**config.mk**
```make
export PLATFORM = sky130hd
export DESIGN_NAME = supv_reset_gen
export DESIGN_NICKNAME = d
export VERILOG_FILES = /design/src/rtl/supv_pkg.sv /design/src/rtl/supv_tick_gen.sv /design/src/rtl/supv_debounce.sv /design/src/rtl/supv_stretch.sv /design/src/rtl/supv_reset_gen.sv
export SDC_FILE = /design/constraint.sdc
export NUM_CORES = 1
export LEC_CHECK = 0
export BUFFER_PORTS_ARGS = -buffer_cell sky130_fd_sc_hd__buf_2
export CORE_ASPECT_RATIO = 0.5
export CORE_MARGIN = 5
export CORE_UTILIZATION = 45
export DETAILED_ROUTE_END_ITERATION = 8
export SYNTH_ARGS = -nofsm -noshare
export SYNTH_HDL_FRONTEND = slang
export SYNTH_HIERARCHICAL = 1
export SYNTH_SLANG_ARGS = --single-unit
```
**constraint.sdc**
```tcl
create_clock -name clk -period 4.6 [get_ports clk]
set_input_delay 0.46 -clock clk [delete_from_list [all_inputs] [get_ports clk]]
set_output_delay 0.46 -clock clk [all_outputs]
set_load 0.03 [all_outputs]
```
**src/rtl/supv_pkg.sv**
```systemverilog
package supv_pkg;

    // Timeout select codes
    typedef enum logic [1:0] {
        TSEL_SHORT = 2'b00,
        TSEL_MID   = 2'b01,
        TSEL_LONG  = 2'b10,
        TSEL_MAX   = 2'b11
    } tsel_e;

    // Pick the stretch length in ticks for a select code
    function automatic int unsigned pick_limit(
        input logic [1:0] sel,
        input int unsigned l0,
        input int unsigned l1,
        input int unsigned l2,
        input int unsigned l3
    );
        case (tsel_e'(sel))
            TSEL_SHORT: pick_limit = l0;
            TSEL_MID:   pick_limit = l1;
            TSEL_LONG:  pick_limit = l2;
            default:    pick_limit = l3;
        endcase
    endfunction

endpackage

```
**src/rtl/supv_tick_gen.sv**
```systemverilog
module supv_tick_gen #(
    parameter int unsigned TICK_DIV = 50000
) (
    input  logic clk,
    input  logic rst_n,
    output logic tick
);
    localparam int unsigned TW = (TICK_DIV > 1) ? $clog2(TICK_DIV) : 1;
    localparam logic [TW-1:0] LAST = TW'(TICK_DIV - 1);

    typedef struct packed {
        logic [TW-1:0] cnt;
        logic          pulse;
    } tick_st_t;

    tick_st_t s_d, s_q;

    always_comb begin
        s_d = s_q;
        s_d.pulse = 1'b0;
        if (s_q.cnt == LAST) begin
            s_d.cnt   = '0;
            s_d.pulse = 1'b1;
        end else begin
            s_d.cnt = s_q.cnt + 1'b1;
        end
    end

    always_ff @(posedge clk or negedge rst_n) begin
        if (!rst_n) s_q <= '0;
        else        s_q <= s_d;
    end

    assign tick = s_q.pulse;
endmodule

```
**src/rtl/supv_debounce.sv**
```systemverilog
module supv_debounce #(
    parameter int unsigned DEB_TICKS = 16
) (
    input  logic clk,
    input  logic rst_n,
    input  logic tick,
    input  logic raw_n,
    output logic pressed
);
    localparam int unsigned CW = $clog2(DEB_TICKS + 1);
    localparam logic [CW-1:0] LAST = CW'(DEB_TICKS - 1);

    typedef struct packed {
        logic          sync1;
        logic          sync2;
        logic          level;
        logic [CW-1:0] run;
    } deb_st_t;

    deb_st_t s_d, s_q;

    always_comb begin
        s_d = s_q;
        s_d.sync1 = raw_n;
        s_d.sync2 = s_q.sync1;
        if (s_q.sync2 == s_q.level) begin
            s_d.run = '0;
        end else if (tick) begin
            if (s_q.run == LAST) begin
                s_d.level = s_q.sync2;
                s_d.run   = '0;
            end else begin
                s_d.run = s_q.run + 1'b1;
            end
        end
    end

    always_ff @(posedge clk or negedge rst_n) begin
        if (!rst_n) begin
            s_q.sync1 <= 1'b1;
            s_q.sync2 <= 1'b1;
            s_q.level <= 1'b1;
            s_q.run   <= '0;
        end else begin
            s_q <= s_d;
        end
    end

    assign pressed = ~s_q.level;
endmodule

```
**src/rtl/supv_stretch.sv**
```systemverilog
module supv_stretch
    import supv_pkg::*;
#(
    parameter int unsigned TO0_TICKS = 50,
    parameter int unsigned TO1_TICKS = 200,
    parameter int unsigned TO2_TICKS = 400,
    parameter int unsigned TO3_TICKS = 800
) (
    input  logic       clk,
    input  logic       rst_n,
    input  logic       tick,
    input  logic       hold,
    input  logic [1:0] tsel,
    output logic       active
);
    localparam int unsigned CW = $clog2(TO3_TICKS + 1);

    typedef struct packed {
        logic          active;
        logic [CW-1:0] cnt;
        logic [CW-1:0] lim;
    } str_st_t;

    str_st_t s_d, s_q;
    logic [CW-1:0] lim_now;
    logic [CW-1:0] lim_use;

    always_comb begin
        lim_now = CW'(pick_limit(tsel, TO0_TICKS, TO1_TICKS, TO2_TICKS, TO3_TICKS));
        // select is frozen once the first tick of a stretch has been counted
        lim_use = (s_q.cnt == '0) ? lim_now : s_q.lim;
        s_d = s_q;
        s_d.lim = lim_use;
        if (hold) begin
            s_d.active = 1'b1;
            s_d.cnt    = '0;
        end else if (s_q.active && tick) begin
            if (s_q.cnt == lim_use - 1'b1) begin
                s_d.active = 1'b0;
                s_d.cnt    = '0;
            end else begin
                s_d.cnt = s_q.cnt + 1'b1;
            end
        end
    end

    always_ff @(posedge clk or negedge rst_n) begin
        if (!rst_n) begin
            s_q.active <= 1'b1;
            s_q.cnt    <= '0;
            s_q.lim    <= CW'(TO3_TICKS);
        end else begin
            s_q <= s_d;
        end
    end

    assign active = s_q.active;
endmodule

```
**src/rtl/supv_reset_gen.sv**
```systemverilog
module supv_reset_gen #(
    parameter int unsigned TICK_DIV  = 50000,
    parameter int unsigned DEB_TICKS = 16,
    parameter int unsigned TO0_TICKS = 50,
    parameter int unsigned TO1_TICKS = 200,
    parameter int unsigned TO2_TICKS = 400,
    parameter int unsigned TO3_TICKS = 800
) (
    input  logic       clk,
    input  logic       rst_n,
    input  logic       vpri_ok,
    input  logic       vsec_ok,
    input  logic       mr_n,
    input  logic [1:0] tsel,
    output logic       rst_hi,
    output logic       rst_lo_n,
    output logic       lowline_n,
    output logic       sec_fail_n
);
    logic tick;
    logic mr_pressed;
    logic hold;
    logic stretch_on;

    supv_tick_gen #(.TICK_DIV(TICK_DIV)) u_tick (
        .clk   (clk),
        .rst_n (rst_n),
        .tick  (tick)
    );

    supv_debounce #(.DEB_TICKS(DEB_TICKS)) u_deb (
        .clk     (clk),
        .rst_n   (rst_n),
        .tick    (tick),
        .raw_n   (mr_n),
        .pressed (mr_pressed)
    );

    supv_stretch #(
        .TO0_TICKS(TO0_TICKS),
        .TO1_TICKS(TO1_TICKS),
        .TO2_TICKS(TO2_TICKS),
        .TO3_TICKS(TO3_TICKS)
    ) u_str (
        .clk    (clk),
        .rst_n  (rst_n),
        .tick   (tick),
        .hold   (hold),
        .tsel   (tsel),
        .active (stretch_on)
    );

    always_comb begin
        hold       = ~vpri_ok | mr_pressed;
        rst_hi     = stretch_on;
        rst_lo_n   = ~stretch_on;
        lowline_n  = vpri_ok;
        sec_fail_n = vsec_ok;
    end
endmodule

```
# After elaboration in Yosys (flattened, before gate mapping)
# Index checks and enable logic that the tools add are counted.
# Widths: inputs -> output; s select.
# word_totals
reg_bits	46
inputBits	7
out_inout_bits	4
wordCells	43
# classes
addsub	4
eq_ne	6
muxes	11
bitwise	5
reduce_logical	8
# op_table
cell	n
$pmux 10 s3	1
$mux 11	2
$mux 10	2
$add 16x1->16 const B	1
$eq 16x16->1 const B	1
$mux 16	1
$mux 5	3
$add 10x1->10 const B	1
$eq 10x10->1	1
$logic_not 10->1	1
$sub 10x1->10 const B	1
$reduce_bool 2->1	3
$add 5x1->5 const B	1
$eq 5x4->1 const B	1
$not 1->1	4
$reduce_and 3->1	1
$eq 2x1->1 const B	1
$eq 2x2->1 const B	1
$logic_not 2->1	1
$mux 1	2
$reduce_and 2->1	1
$eq 1x1->1	1
$logic_and 1x1->1	1
$or 1x1->1	1

# Depth between registers and ports, before layout
# Gate-level depths: netlist of the first run.
# logic_depth
ltp_word	8
depth_mapped	14
depth_no_buf	13

# Cells and area by module
# Netlist of the first run, hierarchy kept.
# by_module_without_submodules
module	n_inst	cells_each	area_per_inst_um2	seq_area_each_um2
supv_stretch	1	184	1646.6	530.5
supv_tick_gen	1	68	787.0	425.4
supv_debounce	1	31	350.3	203.9
supv_reset_gen	1	4	25.0	0.0

# Worst setup path before layout of the first run
# OpenSTA, ideal clock, no wires.
# synth_path
path_type	register to register
startpoint	register u_str/s_q[10] (netlist bit)
endpoint	register u_str/s_q[11] (netlist bit)
setup_ps	120
t_arrival_ps	3367
required_ps	4480
setup_slack_ps	1112
path_stages_with_launch	15
path_buffers	1
synth_period_minus_slack_ps	3488
cell_sequence	dfrtp_1 > inv_1 > ha_1 > nor3b_1 > nand3_1 > clkbuf_1 > nand2_1 > ha_1 > xnor2_1 > xor2_1 > a31oi_1 > o21ai_0 > nand4_2 > or3_1 > a41o_1
# synth_between
elab_chain_cells	7
word_cells_on_any_way	8
classes_between	add/sub: 2; eq/ne: 1; mux: 4; reduce/logical: 1
# synth_lines
item	line	text
from (decl)	supv_stretch.sv:24	str_st_t s_d, s_q;
$logic_not 10->1	supv_stretch.sv:31	lim_use = (s_q.cnt == '0) ? lim_now : s_q.lim;
$mux 10	supv_stretch.sv:31	
$sub 10x1->10	supv_stretch.sv:38	if (s_q.cnt == lim_use - 1'b1) begin
$eq 10x10->1	supv_stretch.sv:38	
$mux 10 *	supv_stretch.sv:38	
$mux 11 *	supv_stretch.sv:37	end else if (s_q.active && tick) begin
$mux 11 *	supv_stretch.sv:34	if (hold) begin
# Every way passes the cells marked *; elsewhere a longest branch is shown, timed or not. The select of a mux whose other input is x is not followed.
# A chain may end at the register's enable or synchronous reset.

# Worst setup path after layout of the first run
# layout_path
startpoint	register u_str/s_q[10] (netlist bit)
endpoint	register u_str/s_q[14] (netlist bit)
# Same word-level chain as after synthesis.

==> results.yml, run 1 <==
timing:
  tightest_slew_ps: 1040
  post-route-period-util_pct: 77.7
  max_freq_mhz: 280
  finalCriticalPeriod_ps: 3570
  setup_tns_ps: 0
  rsz0062_at_grt: "no"
  finClkSkew_ps: 6.03
  finalSetupViolCount: 0
  worst_slack_ps: 1030
  maxSlewHeadroom_pct: 30.7
  drv_slew: 0
  hold_violations: 0
yosys:
  syn-cell-area_mm2: 0.00281
  ys_warn_count: 6
  synth_seq_cells: 46
  postSynthAreaPerCell_um2: 9.79
  syn_inst: 287
  synthFlopType: "dfrtp_1"
  ys_seq_area_share_pct: 41.3
  syn_nets: 303
  async_reset_ff_share_pct: 100
  synth_edf_count: 0
  synth_cell_types: 67
layout:
  nets: 305
  area_growth_pct: 8.82
  final_cell_mix: "dfrtp_1 (39), nand2_1 (21), nor2_1 (19), inv_1 (18), xor2_1 (17)"
  finalNonFillerCells: 378
  final_common_cell: "dfrtp_1"
  drive_gt1_share_pct: 14.5
  antenna_cells: 0
worst_setup_path:
  path_class: "reg2reg"
  start_kind: "flip-flop"
  r2r_cells: 15
  required_ps: 4740
  reg2reg_slack_ps: 1030
  cp_max_fo: 18
  endpoint: "u_str/s_q[14]"
  r2r_start: "u_str/s_q[10]"
  worstPathArrival_ps: 3710
  endpoint_kind: "flip-flop"
  crit_start: "u_str/s_q[10]"
  timing.rr.end: "u_str/s_q[14]"
clocking:
  htree_num_levels: 2
  clk_pin_slew_ps: 60
  cts_buffers: 5
  cts-root-buf: "clkbuf_16"
  clk_latency_ps: 290
  cts_setup_buffers: 0
  hold_buffers: 0
  cts_tree: "built"
  clock_sinks: 46
  cts_resized: 0
  clk_path_buf_depth: 2
grt:
  grt_max_degree: 47
  grt_overflow: 0
  grt_pass1_vias: 1956
  grtUsageTotal_pct: 15.7
  grt_first_pass_wirelength_mm: 9.93
  antenna_found_initial: 0
place:
  portBuffers: 8
  placed_cells: 370
  dpl.hpwl_mm: 3.96
  place_ws_ps: 1010
  gp_congestion: 0.843
power_and_ir_drop:
  powerDensity_mw_per_mm2: 292
  switching_power_mw: 0.199
  sequentialPowerShare_pct: 47.0
  power.share.clock_pct: 45.9
  p_int_mw: 0.694
  ir_drop_v: 0.000178
  p_leak_nw: 1.36
  p_sw_share_pct: 22.3
  combPwrFrac_pct: 7.1
drt:
  via_per_inst: 5.46
  drc: 0
  via_count: 2062
  dr.first_iter.drc_count: 68
  ant_nets: 0
  routed_wl_mm: 5.54
  wire_per_inst_um: 14.6
  dr.pass1.iters: 4
die:
  die_y_um: 65.9
  die-area_mm2: 0.00802
  core.rowCount: 20
  io_pins: 11
  core_area_mm2: 0.00606
  start_util_pct: 46.4
  die_w_um: 122
job:
  drv_cap: 0
outcome:
  outcome: "finished clean"
min_path:
  hp-class: "in2reg"
power groups by stage:
stage                     registers [mW]  logic, mW  clock network, mW
final                              0.419     0.0634              0.410
after global routing               0.420     0.0724              0.444
after CTS                          0.419     0.0646              0.425
after detailed placement           0.426     0.0641                  0
after global placement             0.426     0.0634                  0
after floorplan                    0.424     0.0454                  0
cell usage after synthesis (6+ instances only):
| cell | n | area share (%) |
|---|---|---|
| clkbuf_1 | 6 | 0.80 |
| dfrtp_1 | 39 | 35 |
| dfstp_2 | 7 | 6.5 |
| ha_1 | 9 | 4.0 |
| inv_1 | 18 | 2.4 |
| nand2_1 | 21 | 2.8 |
| nand3_1 | 7 | 1.2 |
| nor2_1 | 19 | 2.5 |
| nor3_1 | 16 | 2.9 |
| nor4_1 | 7 | 1.6 |
| o21ai_0 | 7 | 1.2 |
| xnor2_1 | 13 | 4.1 |
| xor2_1 | 17 | 5.3 |
area by class of cell:
type                    count  area, µm²
clock inverters             2       37.5
well taps                  88        110
inverters                  18       67.6
clock buffers               6        129
flip-flops and latches     46       1160
repair buffers             10       55.1
multi-input cells         208       1500
fillers                   590       3000
sequential cells by signal, indices dropped and copies added, names as in the netlist:
signal and cells:
u_deb/s_d 1, u_deb/s_q 7, u_str/active 1, u_str/s_q 20, u_tick/s_q 16, u_tick/tick 1
critical path, stage by stage (launching register included):
cell and delay (ps):
dfrtp_1 430, inv_1 110, ha_1 220, nor3b_1 140
buf_4 160, nand3_1 70, buf_4 230, mux2i_1 270
ha_1 250, xnor2_1 200, xor2_1 190, a31oi_1 90
o21ai_0 210, nand4_2 190, nor4_4 530, nor3_1 120
layer usage:
layer / track usage, % / vias up / routed length [µm]
met5: 0 / - / 0
met4: 5.03 / 0 / 47
met2: 23.8 / 18 / 2530
met3: 4.02 / 5 / 150
li1: - / 1041 / -
met1: 22.0 / 998 / 2810
logic make-up (layout without fill, tap and decap cells):
group | Yosys count | after routing | share of synthesized area [%]
xor+xnor | 30 | 30 | 9.35
mux | 6 | 6 | 2.27
fa+ha+maj | 9 | 9 | 4.01
simple gates | 120 | 120 | 25.7
compound gates | 43 | 43 | 12.0
buf+inv | 33 | 36 | 5.39
flops | 46 | 46 | 41.3
stage by stage:
stage | area, µm² | utilization [%] | power (mW) | hold slack (ps)
finish | 3060 | 50.5 | 0.893 | 266
global route | 3060 | 50.5 | 0.937 | 253
CTS | 3060 | 50.5 | 0.909 | 257
detailed placement | 2890 | 47.7 | 0.490 | 349
global placement | 2890 | 47.7 | 0.490 | 347
floorplan | 2810 | - | 0.470 | 164
worst min-delay path by stage:
stage                 start           end  slack (ps)  cells after the start
2_1_floorplan         rst_n  u_deb/s_q[0]         160                      0
3_3_place_gp   u_deb/s_d[6]  u_deb/s_q[6]         350                      0
3_5_place_dp   u_deb/s_d[6]  u_deb/s_q[6]         350                      0
4_1_cts                mr_n  u_deb/s_d[6]         260                      1
5_1_grt                mr_n  u_deb/s_d[6]         250                      1
6_report               mr_n  u_deb/s_d[6]         270                      1
No activity file was read; power rests on OpenSTA's default activity.
==> run 2, diff against run 1 <==
clock period = 3.6 ns   (was 4.6 ns; I/O delays follow)
==> results.yml, run 2 (synthesized netlist as in run 1, its figures left out) <==
outcome:
  outcome: "finished clean"
timing:
  finClkSkew_ps: 3.68
  post-route-period-util_pct: 90.8
  drv_slew: 0
  hold_violations: 0
  rsz0062_at_grt: "no"
  finalCriticalPeriod_ps: 3270
  finalSetupViolCount: 0
  tightest_slew_ps: 1020
  setup_tns_ps: 0
  max_freq_mhz: 306
  maxSlewHeadroom_pct: 32.3
clocking:
  cts-root-buf: "clkbuf_16"
  clk_pin_slew_ps: 60
  hold_buffers: 0
  cts_tree: "built"
  clk_latency_ps: 280
  htree_num_levels: 2
  clk_path_buf_depth: 2
  cts_buffers: 5
  clock_sinks: 46
layout:
  top_register: "u_str/s_q"
  final_cell_mix: "dfrtp_1 (39), nand2_1 (21), nor2_1 (19), inv_1 (18), xor2_1 (17)"
  top_regs: "u_str/s_q x20, u_tick/s_q x16, u_deb/s_q x7"
  final_common_cell: "dfrtp_1"
  area_growth_pct: 11.2
  largest_reg_flops: 20
  fin_area_mm2: 0.00312
  antenna_cells: 0
  fin_util_pct: 51.6
  drive_gt1_share_pct: 17.9
  nets: 311
worst_setup_path:
  critPathBufInv: 1
  critPathTopFamily: "simple AND/OR/NAND/NOR gates"
  cp_max_fo: 6
  slowest_stage: "dfrtp_1"
  worstPathArrival_ps: 3440
  crit_chain: "inv_1 > ha_1 > nor3b_2 > nand3_1 > mux2i_2 > ha_2 > xnor2_2 > xor2_1 > a31oi_1 > o21ai_0 > nand4_2 > or3_1 > a41o_1"
  path_class: "reg2reg"
  max_stage_delay_ps: 440
  r2r_cells: 13
  endpoint_kind: "flip-flop"
  required_ps: 3770
  start_kind: "flip-flop"
  r2r_start: "u_str/s_q[10]"
  reg2reg_slack_ps: 330
  timing.rr.end: "u_str/s_q[11]"
grt:
  grt_pass1_vias: 2066
  grt_first_pass_wirelength_mm: 9.84
  grt_overflow: 0
  antenna_found_initial: 0
  grtUsageTotal_pct: 15.4
  grt_max_degree: 47
job:
  drv_cap: 0
min_path:
  whs_endpoint: "u_deb/s_d[6]"
  hp-start: "mr_n"
  min_path_cells: 1
  hp-class: "in2reg"
power_and_ir_drop:
  combPwrFrac_pct: 7.3
  p_leak_nw: 1.41
  ir_drop_v: 0.000270
  powerDensity_mw_per_mm2: 364
  p_sw_share_pct: 22.0
  sequentialPowerShare_pct: 47.0
  switching_power_mw: 0.250
  p_int_mw: 0.888
  power.share.clock_pct: 45.7
drt:
  via_per_inst: 5.58
  via_count: 2142
  wire_per_inst_um: 14.6
  drc: 0
  dr.pass1.iters: 4
  routed_wl_mm: 5.61
  dr.first_iter.drc_count: 98
  ant_nets: 0
die:
  die_y_um: 65.9
  start_util_pct: 46.4
  core_area_mm2: 0.00606
  die-area_mm2: 0.00802
  die_w_um: 122
  io_pins: 11
  core.rowCount: 20
place:
  dpl.hpwl_mm: 4.05
  gp_congestion: 0.841
  portBuffers: 8
  place_area_mm2: 0.00291
[run 2: cell count changes in the layout (fill, tap and decap cells not counted), sizes merged]
cell	previous run	this run
buf	10	16
clkbuf	6	5
clkinv	0	1
clkinvlp	1	0
inv	18	19
[run 2: stage by stage]
step                      cells  worst slack (ps)  total power, mW  hold slack [ps]
after floorplan             287               112            0.600             64.4
after global placement      373               389            0.626              347
after detailed placement    373               239            0.627              349
after CTS                   381               216             1.16              163
after global routing        384              88.8             1.20              156
final                       384               333             1.14              172
[run 2: per-layer routing]
metal  global-route usage (%)  part of all wire [%]
met4                     4.33                  0.39
met3                     2.82                   3.5
met2                     24.7                    45
met1                     21.5                    51
met5                        0                     0
[run 2: area by class of cell]
type | instances | area [µm²]
repair buffers | 16 | 100
inverters | 18 | 67.6
well taps | 88 | 110
flip-flops and latches | 46 | 1160
clock inverters | 3 | 43.8
multi-input cells | 208 | 1520
clock buffers | 5 | 125
fillers | 574 | 2930
[run 2: power groups by stage]
| stage | sequential (mW) | clock, mW | combinational, mW |
|---|---|---|---|
| after global placement | 0.544 | 0 | 0.0814 |
| after global routing | 0.536 | 0.566 | 0.0936 |
| final | 0.535 | 0.520 | 0.0830 |
| after CTS | 0.535 | 0.540 | 0.0830 |
| after detailed placement | 0.544 | 0 | 0.0823 |
| after floorplan | 0.542 | 0 | 0.0580 |
[run 2: worst max path at each step]
| stage | cells after the start | endpoint | slack [ps] | start |
|---|---|---|---|---|
| global placement | 13 | u_str/s_q[11] | 390 | u_str/s_q[10] |
| detailed placement | 13 | u_str/s_q[11] | 240 | u_str/s_q[10] |
| finish | 13 | u_str/s_q[11] | 330 | u_str/s_q[10] |
| global route | 13 | u_str/s_q[11] | 90 | u_str/s_q[10] |
| floorplan | 14 | u_str/s_q[11] | 110 | u_str/s_q[10] |
| CTS | 13 | u_str/s_q[11] | 220 | u_str/s_q[10] |
[run 2: what timing repair did]
action,CTS,global route
resized for setup,0,4
setup buffers,0,3
endpoints found under the setup margin,0,10
